File: src/rtl/tmr_pkg.sv
package tmr_pkg;

    localparam int MAX_CH   = 3;
    localparam int OFF_OCTL = 'h00;
    localparam int OFF_RUN  = 'h04;
    localparam int WIN_SIZE = 'h0C;

    // window bases are uneven; decode depends on them
    localparam int WIN_BASE [MAX_CH] = '{'h08, 'h14, 'h20};

    typedef struct packed {
        logic              octl;
        logic              run;
        logic [MAX_CH-1:0] ch;
        logic [1:0]        word;
    } dec_t;

    typedef struct packed {
        logic              outctl;
        logic [MAX_CH-1:0] start;
    } ctl_t;

endpackage

File: src/rtl/tmr_decode.sv
module tmr_decode
    import tmr_pkg::*;
#(
    parameter int AW      = 8,
    parameter bit HAS_CH2 = 1'b1
) (
    input  logic [AW-1:0] addr,
    output dec_t          dec
);

    localparam int NCH = HAS_CH2 ? 3 : 2;

    always_comb begin
        dec = '0;
        if (addr == AW'(OFF_OCTL)) begin
            dec.octl = 1'b1;
        end else if (addr == AW'(OFF_RUN)) begin
            dec.run = 1'b1;
        end else begin
            for (int i = 0; i < NCH; i++) begin
                if (addr >= AW'(WIN_BASE[i]) && addr < AW'(WIN_BASE[i] + WIN_SIZE)) begin
                    dec.ch[i] = 1'b1;
                    if (addr >= AW'(WIN_BASE[i] + 8))
                        dec.word = 2'd2;
                    else if (addr >= AW'(WIN_BASE[i] + 4))
                        dec.word = 2'd1;
                    else
                        dec.word = 2'd0;
                end
            end
        end
    end

endmodule

File: src/rtl/tmr_chan.sv
module tmr_chan #(
    parameter int DW = 32
) (
    input  logic          clk,
    input  logic          rst_n,
    input  logic          run,
    input  logic          wr,
    input  logic [1:0]    word,
    input  logic [DW-1:0] wdata,
    output logic [DW-1:0] rdata,
    output logic          irq
);

    typedef struct packed {
        logic [DW-1:0] cnt;
        logic [DW-1:0] rld;
        logic          ie;
        logic          flag;
    } chan_t;

    chan_t st_d, st_q;
    logic  uflow;

    always_comb begin
        st_d  = st_q;
        uflow = run && (st_q.cnt == '0);
        if (run) begin
            if (uflow)
                st_d.cnt = st_q.rld;
            else
                st_d.cnt = st_q.cnt - 1'b1;
        end
        if (wr) begin
            case (word)
                2'd0: st_d.rld = wdata;
                2'd1: st_d.cnt = wdata;
                2'd2: begin
                    st_d.ie   = wdata[0];
                    st_d.flag = st_q.flag & wdata[1];
                end
                default: ;
            endcase
        end
        if (uflow)
            st_d.flag = 1'b1;
    end

    always_ff @(posedge clk or negedge rst_n) begin
        if (!rst_n) begin
            st_q.cnt  <= '1;
            st_q.rld  <= '1;
            st_q.ie   <= 1'b0;
            st_q.flag <= 1'b0;
        end else begin
            st_q <= st_d;
        end
    end

    always_comb begin
        case (word)
            2'd0:    rdata = st_q.rld;
            2'd1:    rdata = st_q.cnt;
            2'd2:    rdata = {{(DW-2){1'b0}}, st_q.flag, st_q.ie};
            default: rdata = '0;
        endcase
    end

    assign irq = st_q.flag & st_q.ie;

endmodule

File: src/rtl/tmr_group.sv
module tmr_group
    import tmr_pkg::*;
#(
    parameter int AW      = 8,
    parameter int DW      = 32,
    parameter bit HAS_CH2 = 1'b1
) (
    input  logic          clk,
    input  logic          rst_n,
    input  logic          wr_en,
    input  logic [AW-1:0] addr,
    input  logic [DW-1:0] wdata,
    output logic [DW-1:0] rdata,
    output logic          outctl_o,
    output logic [2:0]    irq
);

    localparam int                NCH     = HAS_CH2 ? 3 : 2;
    localparam logic [MAX_CH-1:0] CH_MASK = MAX_CH'((1 << NCH) - 1);

    dec_t          dec;
    ctl_t          ctl_d, ctl_q;
    logic [DW-1:0] ch_rdata [MAX_CH];

    tmr_decode #(.AW(AW), .HAS_CH2(HAS_CH2)) u_dec (
        .addr (addr),
        .dec  (dec)
    );

    always_comb begin
        ctl_d = ctl_q;
        if (wr_en && dec.octl)
            ctl_d.outctl = wdata[0];
        if (wr_en && dec.run) begin
            if (HAS_CH2 || !wdata[2])
                ctl_d.start = wdata[MAX_CH-1:0] & CH_MASK;
        end
    end

    always_ff @(posedge clk or negedge rst_n) begin
        if (!rst_n)
            ctl_q <= '0;
        else
            ctl_q <= ctl_d;
    end

    for (genvar i = 0; i < MAX_CH; i++) begin : g_ch
        if (i < NCH) begin : g_on
            tmr_chan #(.DW(DW)) u_chan (
                .clk   (clk),
                .rst_n (rst_n),
                .run   (ctl_q.start[i]),
                .wr    (wr_en && dec.ch[i]),
                .word  (dec.word),
                .wdata (wdata),
                .rdata (ch_rdata[i]),
                .irq   (irq[i])
            );
        end else begin : g_off
            assign ch_rdata[i] = '0;
            assign irq[i]      = 1'b0;
        end
    end

    always_comb begin
        rdata = '0;
        if (dec.octl)
            rdata = {{(DW-1){1'b0}}, ctl_q.outctl};
        else if (dec.run)
            rdata = {{(DW-MAX_CH){1'b0}}, ctl_q.start};
        else begin
            for (int i = 0; i < MAX_CH; i++)
                if (dec.ch[i])
                    rdata = ch_rdata[i];
        end
    end

    assign outctl_o = ctl_q.outctl;

endmodule

File: config.mk
export PLATFORM = sky130hd
export DESIGN_NAME = tmr_group
export DESIGN_NICKNAME = d
export VERILOG_FILES = /design/src/rtl/tmr_pkg.sv /design/src/rtl/tmr_decode.sv /design/src/rtl/tmr_chan.sv /design/src/rtl/tmr_group.sv
export SDC_FILE = /design/constraint.sdc
export NUM_CORES = 1
export LEC_CHECK = 0
export BUFFER_PORTS_ARGS = -buffer_cell sky130_fd_sc_hd__buf_4
export CORE_UTILIZATION = 56
export CTS_CLUSTER_DIAMETER = 100
export DETAILED_ROUTE_END_ITERATION = 16
export GPL_ROUTABILITY_DRIVEN = 0
export PLACE_DENSITY = 0.82
export RECOVER_POWER = 25
export SLEW_MARGIN = 15
export SYNTH_ARGS = -nofsm -noshare
export SYNTH_HDL_FRONTEND = slang
export SYNTH_SLANG_ARGS = --single-unit
File: constraint.sdc
create_clock -name clk -period 2.8 [get_ports clk]
set_input_delay 0.28 -clock clk [delete_from_list [all_inputs] [get_ports clk]]
set_output_delay 0.28 -clock clk [all_outputs]
set_load 0.02 [all_outputs]
==> metrics.txt <==
# TYPE chip_impl_metric gauge
chip_impl_metric{name="timing.slew.headroom",unit="%"} -63.3
chip_impl_metric{name="die_w",unit="microns"} 151
chip_impl_metric{name="post-cts-setup-buffer-count",unit=""} 0
chip_impl_info{name="violations",value="capacitance limit, slew limit"} 1
chip_impl_metric{name="hold_viol_final",unit=""} 0
chip_impl_metric{name="first_global_vias",unit=""} 11800
chip_impl_metric{name="gr-total-overflow",unit=""} 0
chip_impl_metric{name="synth_compound_gate_area_share",unit="%"} 21.4
chip_impl_metric{name="nets",unit=""} 1471
chip_impl_metric{name="placeableCoreArea",unit="sq um"} 21800
chip_impl_metric{name="cts_num_sinks",unit=""} 202
chip_impl_info{name="root_buffer_cell",value="sky130_fd_sc_hd__clkbuf_16"} 1
chip_impl_metric{name="initial_cell_density_of_the_core",unit="%"} 56.9
chip_impl_metric{name="max_freq",unit="MHz"} 359
chip_impl_metric{name="dr_total_vias",unit=""} 12500
chip_impl_metric{name="die_h",unit="microns"} 151
chip_impl_metric{name="ir_worst_vdd",unit="mV"} 0.489
chip_impl_info{name="critPathLaunchType",value="primary input"} 1
chip_impl_info{name="synthMostInstantiatedCell",value="sky130_fd_sc_hd__dfstp_2"} 1
chip_impl_metric{name="drt_drc_violations_left",unit=""} 0
chip_impl_info{name="hp-class",value="in2reg"} 1
chip_impl_info{name="synth.top_cells.by_area",value="sky130_fd_sc_hd__dfstp_2 41%, sky130_fd_sc_hd__mux2_2 9.3%, sky130_fd_sc_hd__o21ai_0 4.3%, sky130_fd_sc_hd__a21oi_1 4.0%, sky130_fd_sc_hd__nor2_1 3.6%"} 1
chip_impl_info{name="largest_family_of_logic_cells_by_synthesized_area",value="compound AO/OA/AOI/OAI gates"} 1
chip_impl_info{name="critical_path.endpoint_type",value="output port"} 1
chip_impl_metric{name="critical_path_peak_fanout",unit=""} 18
chip_impl_info{name="run_status",value="finished, violations left"} 1
chip_impl_info{name="post_synth_most_frequent_cells",value="192 x sky130_fd_sc_hd__dfstp_2, 118 x sky130_fd_sc_hd__nor2_1, 106 x sky130_fd_sc_hd__o21ai_0"} 1
chip_impl_metric{name="floorplan.die_area",unit="sq um"} 22700
chip_impl_metric{name="cts.path.max_buffers",unit=""} 3
chip_impl_metric{name="cts_htree_levels",unit=""} 1
chip_impl_metric{name="drt-initial-drc-count",unit=""} 2133
chip_impl_metric{name="fin_crit_sh",unit="%"} 99.4
chip_impl_metric{name="port_buffers",unit=""} 78
chip_impl_metric{name="detail_route.wirelength",unit="microns"} 45700
chip_impl_metric{name="fin_worst_skew",unit="ps"} 21.4
chip_impl_metric{name="tns",unit="ps"} 0
chip_impl_metric{name="setup_viols_final",unit=""} 0
chip_impl_metric{name="post-dp-hpwl",unit="microns"} 31600
chip_impl_metric{name="synthMuxAreaShare",unit="%"} 10.7
chip_impl_metric{name="synth.ff_latch_count",unit=""} 202
chip_impl_info{name="grt_setup_unrepaired",value="yes"} 1
chip_impl_metric{name="period_minus_slack",unit="ps"} 2780
chip_impl_metric{name="power.share.sequential",unit="%"} 47.9
chip_impl_info{name="yosys.area.top_type",value="sky130_fd_sc_hd__dfstp_2"} 1
chip_impl_metric{name="post_synth_and_or_nand_nor_area_fraction",unit="%"} 19.6
chip_impl_metric{name="global_route.usage.total",unit="%"} 40.5
chip_impl_metric{name="grt_pass1_wl",unit="microns"} 68800
chip_impl_metric{name="timing.critical_path.required",unit="ps"} 2520
chip_impl_metric{name="tritoncts.num_buffers",unit=""} 23
chip_impl_metric{name="internal_power",unit="mW"} 6.68
chip_impl_metric{name="critPathArrivalTime",unit="ps"} 2500
chip_impl_metric{name="routed_wire_length_per_instance",unit="microns"} 26.5
chip_impl_metric{name="post_synth_instance_area",unit="sq um"} 12400
chip_impl_metric{name="post_synth_fa_ha_maj_area_fraction",unit="%"} 0.303
chip_impl_metric{name="max_cap_violations",unit=""} 1
chip_impl_metric{name="clkLatencyLatePin",unit="ps"} 530
chip_impl_metric{name="whs",unit="ps"} 15.1
chip_impl_metric{name="switchingPower",unit="mW"} 2.81
chip_impl_metric{name="worst_pin_slew",unit="ps"} 2450
chip_impl_metric{name="switching_share",unit="%"} 29.6
chip_impl_metric{name="share_of_the_synthesized_netlist_area_taken_by_xor_and_xnor_gates",unit="%"} 1.34
chip_impl_metric{name="leakage_component_of_the_power",unit="nW"} 5.64
chip_impl_metric{name="largest_net_degree_at_the_start_of_global_routing",unit=""} 89
chip_impl_metric{name="synth_nets",unit=""} 1373
chip_impl_metric{name="power.density_cell_area",unit="nW/um^2"} 650
chip_impl_metric{name="antenna_found_initial",unit=""} 1
chip_impl_metric{name="avgViaCountPerCell",unit=""} 7.26
chip_impl_metric{name="area_growth",unit="%"} 18.0
chip_impl_metric{name="synth_area_per_cell",unit="sq um"} 9.33
chip_impl_metric{name="postRouteAntennaNets",unit=""} 0
chip_impl_metric{name="drive_above_1_share",unit="%"} 37.6
chip_impl_metric{name="combinationalPowerShare",unit="%"} 19.6
chip_impl_info{name="tritoncts_clock_tree",value="done"} 1
chip_impl_metric{name="cts.clk_slew.worst_paths",unit="ps"} 50
chip_impl_metric{name="synthDominantCellAreaShare",unit="%"} 40.7
chip_impl_metric{name="drt_first_pass_iters",unit=""} 10
chip_impl_metric{name="totalPowerFinal",unit="mW"} 9.49
chip_impl_metric{name="synth.yosys.seq_area_share",unit="%"} 42.8
chip_impl_metric{name="yosysUniqueCellTypes",unit=""} 69
chip_impl_metric{name="synth-edff-count",unit=""} 0
chip_impl_metric{name="synth_warnings",unit=""} 0
chip_impl_metric{name="clock_power_share",unit="%"} 32.6
chip_impl_info{name="postSynth.topFlopCell",value="sky130_fd_sc_hd__dfstp_2"} 1
chip_impl_info{name="worstSetupPathType",value="in2out"} 1
chip_impl_metric{name="pre_cts_ws",unit="ps"} -92.5
chip_impl_metric{name="io-pin-count",unit=""} 79
chip_impl_metric{name="synth_cells",unit=""} 1327
chip_impl_metric{name="final_count_of_pins_violating_max_slew",unit=""} 88
chip_impl_metric{name="postSynth.asyncResetShare",unit="%"} 100
chip_impl_metric{name="ff2ff_setup_slack",unit="ps"} 50
chip_impl_metric{name="post_layout_worst_setup_margin",unit="ps"} 17.3
chip_impl_metric{name="num_rows",unit=""} 54
==> routing by layer <==
metal	routed length [microns]	vias up	part of all wire (%)	track usage [%]
li1	-	5227	-	-
met1	16200	5942	35	52.3
met2	19400	1069	42	59.7
met3	6810	249	15	13.0
met4	3310	0	7.2	23.2
met5	0	-	0	0
==> critical path, stage by stage <==
cell and delay (ps):
sky130_fd_sc_hd__buf_4 170, sky130_fd_sc_hd__nor4bb_4 170, sky130_fd_sc_hd__a22oi_2 620, sky130_fd_sc_hd__buf_4 350
sky130_fd_sc_hd__and3_1 180, sky130_fd_sc_hd__a21oi_1 70, sky130_fd_sc_hd__o221ai_1 420, sky130_fd_sc_hd__buf_4 230
==> cell type report <==
| class | instances | area [sq um] |
|---|---|---|
| Fill cell | 1696 | 7140 |
| Clock inverter | 6 | 88.8 |
| Multi-Input combinational cell | 1010 | 6720 |
| Timing Repair Buffer | 172 | 1420 |
| Inverter | 16 | 60.1 |
| Tap cell | 280 | 350 |
| Sequential cell | 202 | 5300 |
| Clock buffer | 34 | 677 |
| Antenna cell | 1 | 2.50 |
==> power by group through the flow <==
stage               logic (mW)  registers (mW)  clock network (mW)
finish                    1.86            4.54                3.09
global route              1.99            4.61                3.20
CTS                       1.81            4.51                3.10
detailed placement        1.78            4.54                   0
global placement          1.71            4.51                   0
floorplan                 1.27            4.30                   0
==> path summary, 6_finish.rpt <==
check | startpoint | endpoint | cells after the start
max | addr[2] | rdata[13] | 8
min | wdata[18] | g_ch[0].g_on.u_chan.st_q[20] | 3
max reg2reg | g_ch[2].g_on.u_chan.st_q[60] | g_ch[2].g_on.u_chan.st_q[34] | 7
min reg2reg | g_ch[2].g_on.u_chan.st_q[38] | g_ch[2].g_on.u_chan.st_q[38] | 2
max in group asynchronous | rst_n | g_ch[1].g_on.u_chan.st_q[48] | 3
min in group asynchronous | rst_n | ctl_q[1] | 2
==> cell families (layout without fill, tap and decap cells) <==
kind of cell    after synthesis  in the layout
fa+ha+maj                     3              3
compound gates              404            404
other cells                   0              1
xor+xnor                     19             19
mux                         119            119
simple gates                465            465
buf+inv                     115            228
flops                       202            202
==> layout by cell type (no fill, tap or decap), types with 9 or more instances in the layout <==
| master | instances |
|---|---|
| sky130_fd_sc_hd__dfstp_2 | 192 |
| sky130_fd_sc_hd__buf_4 | 159 |
| sky130_fd_sc_hd__nor2_1 | 114 |
| sky130_fd_sc_hd__mux2_2 | 102 |
| sky130_fd_sc_hd__a21oi_1 | 99 |
| sky130_fd_sc_hd__nand2_1 | 94 |
| sky130_fd_sc_hd__o21ai_0 | 86 |
| sky130_fd_sc_hd__nor3_1 | 47 |
| sky130_fd_sc_hd__and3_1 | 40 |
| sky130_fd_sc_hd__nand3_1 | 30 |
| sky130_fd_sc_hd__a22o_1 | 30 |
| sky130_fd_sc_hd__or3_1 | 29 |
| sky130_fd_sc_hd__o21ai_1 | 28 |
| sky130_fd_sc_hd__a31oi_1 | 25 |
| sky130_fd_sc_hd__a222oi_1 | 24 |
| sky130_fd_sc_hd__clkbuf_16 | 23 |
| sky130_fd_sc_hd__mux2i_1 | 17 |
| sky130_fd_sc_hd__inv_1 | 16 |
| sky130_fd_sc_hd__or4_1 | 15 |
| sky130_fd_sc_hd__nor4_1 | 15 |
| sky130_fd_sc_hd__o31ai_1 | 13 |
| sky130_fd_sc_hd__nand4_1 | 11 |
| sky130_fd_sc_hd__xnor2_1 | 10 |
| sky130_fd_sc_hd__dfrtp_1 | 10 |
| sky130_fd_sc_hd__buf_12 | 10 |
| sky130_fd_sc_hd__xor2_1 | 9 |
| sky130_fd_sc_hd__o41ai_1 | 9 |
| sky130_fd_sc_hd__o211ai_1 | 9 |
| sky130_fd_sc_hd__o221ai_1 | 9 |
| sky130_fd_sc_hd__a22oi_1 | 9 |
==> state kept, by name, indices dropped and copies added, names as in the netlist <==
name and count:
outctl_o 1, g_ch.g_on.u_chan.st_q 198, ctl_q 3
==> metrics by stage <==
step | cells | utilization (%) | cell area [sq um]
3_3_place_gp | 1679 | 63.3 | 13800
6_report | 1721 | 67.2 | 14600
3_5_place_dp | 1679 | 63.3 | 13800
5_1_grt | 1720 | 67.1 | 14600
2_1_floorplan | 1327 | - | 12400
4_1_cts | 1720 | 66.9 | 14600
==> what timing repair did <==
| action | CTS | global route |
|---|---|---|
| endpoints found under the hold margin | 10 | 0 |
| resized for setup | 0 | 13 |
| hold buffers | 1 | 0 |
| endpoints found under the setup margin | 0 | 14 |
(Power assumes the default switching activity.)
